File: src/rtl/pgm_pkg.sv
package pgm_pkg;
  typedef enum logic [3:0] {
    C_NONE, C_LDCFG, C_INC, C_LDDAT, C_BEGI, C_BEGE, C_ROW, C_BULKP, C_BULKD
  } cmd_e;

  typedef enum logic [1:0] {S_IDLE, S_WR_INT, S_WR_EXT, S_ERASE} state_e;

  localparam int unsigned MASK_W = 5;
  localparam int unsigned M_PROG = 0;
  localparam int unsigned M_CFGW = 1;
  localparam int unsigned M_UID  = 2;
  localparam int unsigned M_CAL  = 3;
  localparam int unsigned M_DATA = 4;
endpackage

File: src/rtl/pgm_pc.sv
module pgm_pc
  import pgm_pkg::*;
#(
  parameter int unsigned AW = 14
) (
  input  logic          clk_i,
  input  logic          rst_ni,
  input  logic          mode_rst_i,
  input  cmd_e          cmd_i,
  output logic [AW-1:0] pc_o
);
  localparam logic [AW-1:0] CFG_BASE = {1'b1, {(AW-1){1'b0}}};
  localparam logic [AW-1:0] USR_TOP  = {1'b0, {(AW-1){1'b1}}};

  logic [AW-1:0] pc_q;

  always_ff @(posedge clk_i or negedge rst_ni) begin
    if (!rst_ni) pc_q <= '0;
    else if (mode_rst_i) pc_q <= '0;
    else begin
      case (cmd_i)
        C_LDCFG: pc_q <= CFG_BASE;
        // top bit is held, so each half wraps onto itself
        C_INC:   pc_q <= {pc_q[AW-1], pc_q[AW-2:0] + 1'b1};
        default: ;
      endcase
    end
  end

  assign pc_o = pc_q;

  p_cfg_sticky_r3: assert property (@(posedge clk_i) disable iff (!rst_ni)
    (pc_q[AW-1] && !mode_rst_i) |=> pc_q[AW-1]);
  p_cfg_entry_r3: assert property (@(posedge clk_i) disable iff (!rst_ni)
    (cmd_i == C_LDCFG) |=> (pc_q == CFG_BASE));
  p_user_wrap_r2: assert property (@(posedge clk_i) disable iff (!rst_ni)
    (cmd_i == C_INC && pc_q == USR_TOP) |=> (pc_q == '0));
endmodule

File: src/rtl/pgm_latch_bank.sv
module pgm_latch_bank
  import pgm_pkg::*;
#(
  parameter int unsigned DW   = 14,
  parameter int unsigned NLAT = 4,
  localparam int unsigned SW  = $clog2(NLAT)
) (
  input  logic               clk_i,
  input  logic               rst_ni,
  input  logic               mode_rst_i,
  input  cmd_e               cmd_i,
  input  logic [SW-1:0]      sel_i,
  input  logic               user_space_i,
  input  logic [DW-1:0]      data_i,
  output logic [NLAT*DW-1:0] lat_o
);
  logic commit_clr;
  assign commit_clr = (cmd_i == C_BEGI || cmd_i == C_BEGE) && user_space_i;

  for (genvar i = 0; i < NLAT; i++) begin : g_lat
    logic [DW-1:0] lat_q;
    always_ff @(posedge clk_i or negedge rst_ni) begin
      if (!rst_ni) lat_q <= '1;
      else if (mode_rst_i) lat_q <= '1;
      else if (cmd_i == C_LDDAT && sel_i == SW'(i)) lat_q <= data_i;
      else if (commit_clr) lat_q <= '1;
    end
    assign lat_o[i*DW +: DW] = lat_q;
  end

  p_lat_clear_r5: assert property (@(posedge clk_i) disable iff (!rst_ni)
    commit_clr |=> (lat_o == '1));
endmodule

File: src/rtl/pgm_ctrl.sv
module pgm_ctrl
  import pgm_pkg::*;
#(
  parameter int unsigned PROG_CYC  = 6,
  parameter int unsigned ERASE_CYC = 10
) (
  input  logic clk_i,
  input  logic rst_ni,
  input  logic mode_rst_i,
  input  logic ld_cfg_i,
  input  logic incr_i,
  input  logic ld_data_i,
  input  logic begin_int_i,
  input  logic begin_ext_i,
  input  logic end_pgm_i,
  input  logic row_erase_i,
  input  logic bulk_prog_i,
  input  logic bulk_data_i,
  input  logic code_prot_i,
  input  logic data_prot_i,
  input  logic cfg_space_i,
  output cmd_e cmd_o,
  output logic busy_o,
  output logic wr_active_o
);
  localparam int unsigned MAXC = (PROG_CYC > ERASE_CYC) ? PROG_CYC : ERASE_CYC;
  localparam int unsigned CW   = $clog2(MAXC + 1);

  state_e        state_q;
  logic [CW-1:0] cnt_q;

  always_comb begin
    cmd_o = C_NONE;
    if (!mode_rst_i && state_q == S_IDLE) begin
      if (ld_cfg_i)         cmd_o = C_LDCFG;
      else if (incr_i)      cmd_o = C_INC;
      else if (ld_data_i)   cmd_o = C_LDDAT;
      else if (begin_int_i) cmd_o = C_BEGI;
      else if (begin_ext_i) cmd_o = C_BEGE;
      else if (row_erase_i) cmd_o = (code_prot_i || cfg_space_i) ? C_NONE : C_ROW;
      else if (bulk_prog_i) cmd_o = C_BULKP;
      else if (bulk_data_i) cmd_o = data_prot_i ? C_NONE : C_BULKD;
    end
  end

  always_ff @(posedge clk_i or negedge rst_ni) begin
    if (!rst_ni) begin
      state_q <= S_IDLE;
      cnt_q   <= '0;
    end else if (mode_rst_i) begin
      state_q <= S_IDLE;
      cnt_q   <= '0;
    end else begin
      case (state_q)
        S_IDLE: begin
          case (cmd_o)
            C_BEGI: begin state_q <= S_WR_INT; cnt_q <= CW'(PROG_CYC); end
            C_BEGE: state_q <= S_WR_EXT;
            C_ROW, C_BULKP, C_BULKD: begin state_q <= S_ERASE; cnt_q <= CW'(ERASE_CYC); end
            default: ;
          endcase
        end
        S_WR_EXT: if (end_pgm_i) state_q <= S_IDLE;
        default: begin
          if (cnt_q == CW'(1)) begin
            state_q <= S_IDLE;
            cnt_q   <= '0;
          end else cnt_q <= cnt_q - 1'b1;
        end
      endcase
    end
  end

  assign busy_o      = (state_q != S_IDLE);
  assign wr_active_o = (state_q == S_WR_INT) || (state_q == S_WR_EXT);

  p_cnt_live_r9: assert property (@(posedge clk_i) disable iff (!rst_ni)
    (state_q == S_WR_INT || state_q == S_ERASE) |-> (cnt_q != '0));
  p_ext_hold_r10: assert property (@(posedge clk_i) disable iff (!rst_ni)
    (state_q == S_WR_EXT && !end_pgm_i && !mode_rst_i) |=> (state_q == S_WR_EXT));
endmodule

File: src/rtl/pgm_req.sv
module pgm_req
  import pgm_pkg::*;
#(
  parameter int unsigned AW      = 14,
  parameter int unsigned DW      = 14,
  parameter int unsigned NLAT    = 4,
  parameter int unsigned ROW_LSB = 4,
  parameter int unsigned ROW_W   = 8
) (
  input  logic               clk_i,
  input  logic               rst_ni,
  input  logic               mode_rst_i,
  input  cmd_e               cmd_i,
  input  logic [AW-1:0]      pc_i,
  input  logic [NLAT*DW-1:0] lat_i,
  input  logic               data_prot_i,
  output logic               wr_req_o,
  output logic [AW-1:0]      wr_addr_o,
  output logic [NLAT*DW-1:0] wr_data_o,
  output logic               row_erase_o,
  output logic [ROW_W-1:0]   row_sel_o,
  output logic               bulk_erase_o,
  output logic [MASK_W-1:0]  erase_mask_o
);
  localparam int unsigned   SW       = $clog2(NLAT);
  localparam logic [AW-1:0] CFG_BASE = {1'b1, {(AW-1){1'b0}}};
  localparam logic [AW-1:0] CAL0     = CFG_BASE + AW'(8);
  localparam logic [AW-1:0] CAL1     = CFG_BASE + AW'(9);

  logic [MASK_W-1:0] bmask;

  always_comb begin
    bmask = '0;
    bmask[M_PROG] = 1'b1;
    bmask[M_CFGW] = 1'b1;
    if (pc_i == CFG_BASE) bmask[M_UID] = 1'b1;
    if (pc_i == CAL0 || pc_i == CAL1) begin
      bmask[M_UID] = 1'b1;
      bmask[M_CAL] = 1'b1;
    end
    if (data_prot_i) bmask[M_DATA] = 1'b1;
  end

  always_ff @(posedge clk_i or negedge rst_ni) begin
    if (!rst_ni) begin
      wr_req_o     <= 1'b0;
      wr_addr_o    <= '0;
      wr_data_o    <= '0;
      row_erase_o  <= 1'b0;
      row_sel_o    <= '0;
      bulk_erase_o <= 1'b0;
      erase_mask_o <= '0;
    end else begin
      wr_req_o     <= 1'b0;
      row_erase_o  <= 1'b0;
      bulk_erase_o <= 1'b0;
      if (!mode_rst_i) begin
        case (cmd_i)
          C_BEGI, C_BEGE: begin
            wr_req_o  <= 1'b1;
            wr_addr_o <= {pc_i[AW-1:SW], {SW{1'b0}}};
            wr_data_o <= lat_i;
          end
          C_ROW: begin
            row_erase_o <= 1'b1;
            row_sel_o   <= pc_i[ROW_LSB +: ROW_W];
          end
          C_BULKP: begin
            bulk_erase_o <= 1'b1;
            erase_mask_o <= bmask;
          end
          C_BULKD: begin
            bulk_erase_o <= 1'b1;
            erase_mask_o <= MASK_W'(1) << M_DATA;
          end
          default: ;
        endcase
      end
    end
  end

  p_wr_pulse_r4: assert property (@(posedge clk_i) disable iff (!rst_ni)
    wr_req_o |=> !wr_req_o);
  p_bulk_pulse_r7: assert property (@(posedge clk_i) disable iff (!rst_ni)
    bulk_erase_o |=> !bulk_erase_o);
  p_data_only_r8: assert property (@(posedge clk_i) disable iff (!rst_ni)
    (bulk_erase_o && !erase_mask_o[M_PROG]) |-> (erase_mask_o == (MASK_W'(1) << M_DATA)));
endmodule

File: src/rtl/pgm_addr_ctrl.sv
module pgm_addr_ctrl
  import pgm_pkg::*;
#(
  parameter int unsigned AW        = 14,
  parameter int unsigned DW        = 14,
  parameter int unsigned NLAT      = 4,
  parameter int unsigned ROW_LSB   = 4,
  parameter int unsigned ROW_W     = 8,
  parameter int unsigned PROG_CYC  = 6,
  parameter int unsigned ERASE_CYC = 10
) (
  input  logic               clk_i,
  input  logic               rst_ni,
  input  logic               mode_rst_i,
  input  logic               ld_cfg_i,
  input  logic               incr_i,
  input  logic               ld_data_i,
  input  logic [DW-1:0]      data_i,
  input  logic               begin_int_i,
  input  logic               begin_ext_i,
  input  logic               end_pgm_i,
  input  logic               row_erase_i,
  input  logic               bulk_prog_i,
  input  logic               bulk_data_i,
  input  logic               code_prot_i,
  input  logic               data_prot_i,
  output logic [AW-1:0]      pc_o,
  output logic               busy_o,
  output logic               wr_active_o,
  output logic               wr_req_o,
  output logic [AW-1:0]      wr_addr_o,
  output logic [NLAT*DW-1:0] wr_data_o,
  output logic               row_erase_o,
  output logic [ROW_W-1:0]   row_sel_o,
  output logic               bulk_erase_o,
  output logic [MASK_W-1:0]  erase_mask_o
);
  localparam int unsigned SW = $clog2(NLAT);

  cmd_e               cmd;
  logic [NLAT*DW-1:0] lat;

  pgm_ctrl #(.PROG_CYC(PROG_CYC), .ERASE_CYC(ERASE_CYC)) u_ctrl (
    .clk_i, .rst_ni, .mode_rst_i, .ld_cfg_i, .incr_i, .ld_data_i,
    .begin_int_i, .begin_ext_i, .end_pgm_i, .row_erase_i, .bulk_prog_i,
    .bulk_data_i, .code_prot_i, .data_prot_i,
    .cfg_space_i (pc_o[AW-1]),
    .cmd_o       (cmd),
    .busy_o, .wr_active_o
  );

  pgm_pc #(.AW(AW)) u_pc (
    .clk_i, .rst_ni, .mode_rst_i, .cmd_i(cmd), .pc_o
  );

  pgm_latch_bank #(.DW(DW), .NLAT(NLAT)) u_lat (
    .clk_i, .rst_ni, .mode_rst_i,
    .cmd_i        (cmd),
    .sel_i        (pc_o[SW-1:0]),
    .user_space_i (!pc_o[AW-1]),
    .data_i,
    .lat_o        (lat)
  );

  pgm_req #(.AW(AW), .DW(DW), .NLAT(NLAT), .ROW_LSB(ROW_LSB), .ROW_W(ROW_W)) u_req (
    .clk_i, .rst_ni, .mode_rst_i,
    .cmd_i (cmd),
    .pc_i  (pc_o),
    .lat_i (lat),
    .data_prot_i,
    .wr_req_o, .wr_addr_o, .wr_data_o, .row_erase_o, .row_sel_o,
    .bulk_erase_o, .erase_mask_o
  );

  p_busy_freeze_r9: assert property (@(posedge clk_i) disable iff (!rst_ni)
    (busy_o && !mode_rst_i) |=> $stable(pc_o));
  p_row_user_r6: assert property (@(posedge clk_i) disable iff (!rst_ni)
    row_erase_o |-> !pc_o[AW-1]);
  p_mode_rst_r1: assert property (@(posedge clk_i) disable iff (!rst_ni)
    mode_rst_i |=> (pc_o == '0 && !busy_o));
endmodule

File: config.mk
export PLATFORM = sky130hd
export DESIGN_NAME = pgm_addr_ctrl
export DESIGN_NICKNAME = d
export VERILOG_FILES = /design/src/rtl/pgm_pkg.sv /design/src/rtl/pgm_pc.sv /design/src/rtl/pgm_latch_bank.sv /design/src/rtl/pgm_ctrl.sv /design/src/rtl/pgm_req.sv /design/src/rtl/pgm_addr_ctrl.sv
export SDC_FILE = /design/constraint.sdc
export NUM_CORES = 1
export LEC_CHECK = 0
export ABC_AREA = 1
export BUFFER_PORTS_ARGS = -buffer_cell sky130_fd_sc_hd__buf_2
export CAP_MARGIN = 15
export CORE_ASPECT_RATIO = 1.4
export CORE_MARGIN = 2
export CORE_UTILIZATION = 30
export DETAILED_ROUTE_END_ITERATION = 6
export SLEW_MARGIN = 20
export SYNTH_ARGS = -nofsm -noshare
export SYNTH_HDL_FRONTEND = slang
export SYNTH_SLANG_ARGS = --single-unit
File: constraint.sdc
create_clock -name clk_i -period 3.7 [get_ports clk_i]
set_clock_uncertainty 0.15 [all_clocks]
set_input_delay 0.555 -clock clk_i [delete_from_list [all_inputs] [get_ports clk_i]]
set_output_delay 0.555 -clock clk_i [all_outputs]
set_load 0.01 [all_outputs]
==> impl_results.md <==
* CP Launch Type: flip-flop
* Fin worst setup slack at 1.16 ns
* Setup repair after global routing missed its margin: no
* Synth Area per Inst at 9.81 µm²
* Final hold viol count at 0
* Routed vias/inst at 4.40
* Min-Delay Path Class: input pin to flip-flop
* Place WS at 1.07 ns
* Fill count at 2362
* Clk sinks at 159
* Post-synthesis sequential area ratio at 0.579
* Setup Crit Path Kind: flip-flop to flip-flop
* Post-synth top area share at 0.368
* Initial antenna violation count at 3
* CTS Buf Count at 17
* Worst Reg-to-Reg Cells at 10
* Top cells by area, synth: dfrtp_1, dfstp_2, nand2_1
* Worst path slowest cell: o21ai_4
* Post-synthesis cell type count at 40
* Clock Latency Late Sink at 0.43 ns
* Area of placed instances at 0.00791 mm²
* R2r startpoint: u_ctrl.state_q[0]$_DFFE_PN0P_
* Residual DRC at 0
* Post-DP HPWL at 12.3 mm
* Initial drt markers at 208
* #FFs+latches synth at 159
* Root buffer cell: clkbuf_16
* TNS Setup at 0 ns
* Wire per inst at 14.9 µm
* # H-tree levels at 4
* FF-to-FF setup slack at 1.16 ns
* Hold Path End: u_req.erase_mask_o[4]$_DFFE_PN0P_
* Grt ovf at 0
* Crit-path max FO at 28
* Worst Hold Launch: data_prot_i
* Post-synthesis instance area at 0.00700 mm²
* PostCTS Resize Cnt at 0
* DR vias at 5089
* Final min period at 2.54 ns
* Vias in the first global route at 4943
* Largest net degree at the start of global routing at 113
* Die area at 0.0246 mm²
* Mapped Cells at 713
* CP Capture Type: flip-flop
* Cell count of the worst hold path at 3
* Gpl congestion at 0.816
* Clock transition at path regs at 0.07 ns
* Final Cell Area at 0.00848 mm²
* Routed WL at 17.3 mm
* Status: finished, final reports clean
* Fraction of layout cells with a size suffix above 1 at 0.332
* CP cell instances: inv_1, ha_1, inv_2, nor2_4, inv_4, nor2_8, nand4_4, o21ai_4, a31oi_4, a21oi_1
* Required @ worst endpoint at 3.89 ns
* Clock Tree Buf Depth at 2
* Slew Viols, Final at 0
* Reg-to-reg endpoint: u_lat.g_lat[0].lat_q[0]$_DFFE_PN1P_
* Pre-antenna DRT Iters at 4
* Crit path DAT at 2.74 ns
* Final setup viols at 0
* Fmax at 393 MHz
* Total track usage at 0.145
* Leading cell types in the layout, fill and taps excluded: nand2_1, buf_2, dfrtp_1, inv_1, o21ai_0
* Relative slew slack at 0.585
* Layout Nets at 872
* Tcrit/Tclk final at 0.687
* Layout area overhead at 21.2%
* Static Leakage at 4.45 nW
* Largest stage delay, worst path at 0.46 ns
* CTS tree: done
* Top Ports at 130
* Pwr Density at 611 mW/mm²
* Die Y at 185 µm
* Routed Antenna Nets at 0
* Input/output buffers at 127
* First-pass GRT wire length at 27.3 mm
* Cell taking the most area after synthesis: dfrtp_1
* Row cnt at 66
* VDD IR max at 313 µV
* Worst Max-Slew Pin Slew at 0.623 ns
* Yosys warnings at 0
* Die W at 133 µm
* WHS at 0.226 ns
* Most common cell after layout, fill and taps aside: nand2_1
* Initial Util at 0.304
* Core area at 0.0230 mm²
* Final Total Pwr at 0.00519 W
* Max Cap Viol at 0
## kinds of logic after synthesis
| group | count (synthesis) | share of synthesized area |
|---|---|---|
| other | 1 | 0.000536 |
| XOR/XNOR | 7 | 0.00876 |
| buffers and inverters | 130 | 0.0812 |
| flip-flops | 159 | 0.579 |
| AO/OA/AOI/OAI | 161 | 0.148 |
| AND/OR/NAND/NOR | 247 | 0.169 |
| adder cells (fa/ha/maj) | 8 | 0.0143 |
## metal layers
metal / wire length [µm] / track usage
met1: 7480 / 0.176
met2: 8830 / 0.254
met3: 767 / 0.0358
met4: 190 / 0.0426
met5: 14 / 0
## synthesized netlist by cell type, drive strengths merged
cell type  instances
a21oi             60
a31oi              5
and2               1
buf               19
clkbuf            10
conb               1
dfrtp            103
dfstp             56
ha                 8
inv              101
nand2            135
nand3             22
nand4              9
nor2              74
nor3               3
nor4               3
o21ai             87
o22ai              8
o31ai              1
xnor2              1
xor2               6
## flip-flops by register name, indices dropped and copies added, names as in the netlist
register	cells
u_lat.g_lat.lat_q	56
u_req.wr_data_o	56
u_pc.pc_o	14
u_req.wr_addr_o	12
u_req.row_sel_o	8
u_ctrl.cnt_q	4
u_req.erase_mask_o	4
u_ctrl.state_q	2
u_req.bulk_erase_o	1
u_req.row_erase_o	1
u_req.wr_req_o	1
## timing repair
action / in CTS / in global routing
hold buffers: 1 / 0
setup buffers: 0 / 0
hold endpoints to repair: 27 / 0
setup endpoints to repair: 0 / 0
## stage by stage
| stage | std cells | utilization |
|---|---|---|
| after floorplan | 714 | - |
| after global placement | 1122 | 0.343 |
| after detailed placement | 1122 | 0.343 |
| after CTS | 1155 | 0.368 |
| after global routing | 1155 | 0.368 |
| final | 1157 | 0.368 |
## where the power goes
part           switching (W)  total, W  internal, W
sequential          0.000188   0.00230      0.00211
clock               0.000763   0.00164     0.000882
combinational       0.000764   0.00124     0.000478
## how the worst max path moves through the flow
stage                             startpoint                             endpoint  slack (ns)  depth (start not counted)
2_1_floorplan  u_ctrl.state_q[0]$_DFFE_PN0P_          u_ctrl.cnt_q[2]$_DFFE_PN0P_        1.64                         15
3_3_place_gp                      mode_rst_i  u_lat.g_lat[0].lat_q[0]$_DFFE_PN1P_        1.14                          8
3_5_place_dp                      mode_rst_i  u_lat.g_lat[0].lat_q[3]$_DFFE_PN1P_        1.07                          8
4_1_cts        u_ctrl.state_q[0]$_DFFE_PN0P_  u_lat.g_lat[0].lat_q[3]$_DFFE_PN1P_        1.12                         10
5_1_grt        u_ctrl.state_q[0]$_DFFE_PN0P_  u_lat.g_lat[0].lat_q[0]$_DFFE_PN1P_        0.89                         10
6_report       u_ctrl.state_q[0]$_DFFE_PN0P_  u_lat.g_lat[0].lat_q[0]$_DFFE_PN1P_        1.16                         10
## area by class of cell
type / instances / area (µm²) / area share
antenna: 2 / 5.00 / 0.000590
clock buffer: 18 / 429 / 0.0506
clock inverter: 14 / 126 / 0.0149
inverter: 101 / 392 / 0.0462
multi-input combinational: 425 / 2390 / 0.282
sequential: 159 / 4050 / 0.477
tap: 306 / 383 / 0.0451
timing repair buffer: 132 / 707 / 0.0833
## critical path, delay by kind of cell, from the launching register on
family / cells / cell delay, ns
compound gates: 3 / 0.87
simple gates: 3 / 0.69
flops: 1 / 0.37
buf+inv: 3 / 0.22
fa+ha+maj: 1 / 0.18
Note: power is estimated with default switching activity, not from simulation.
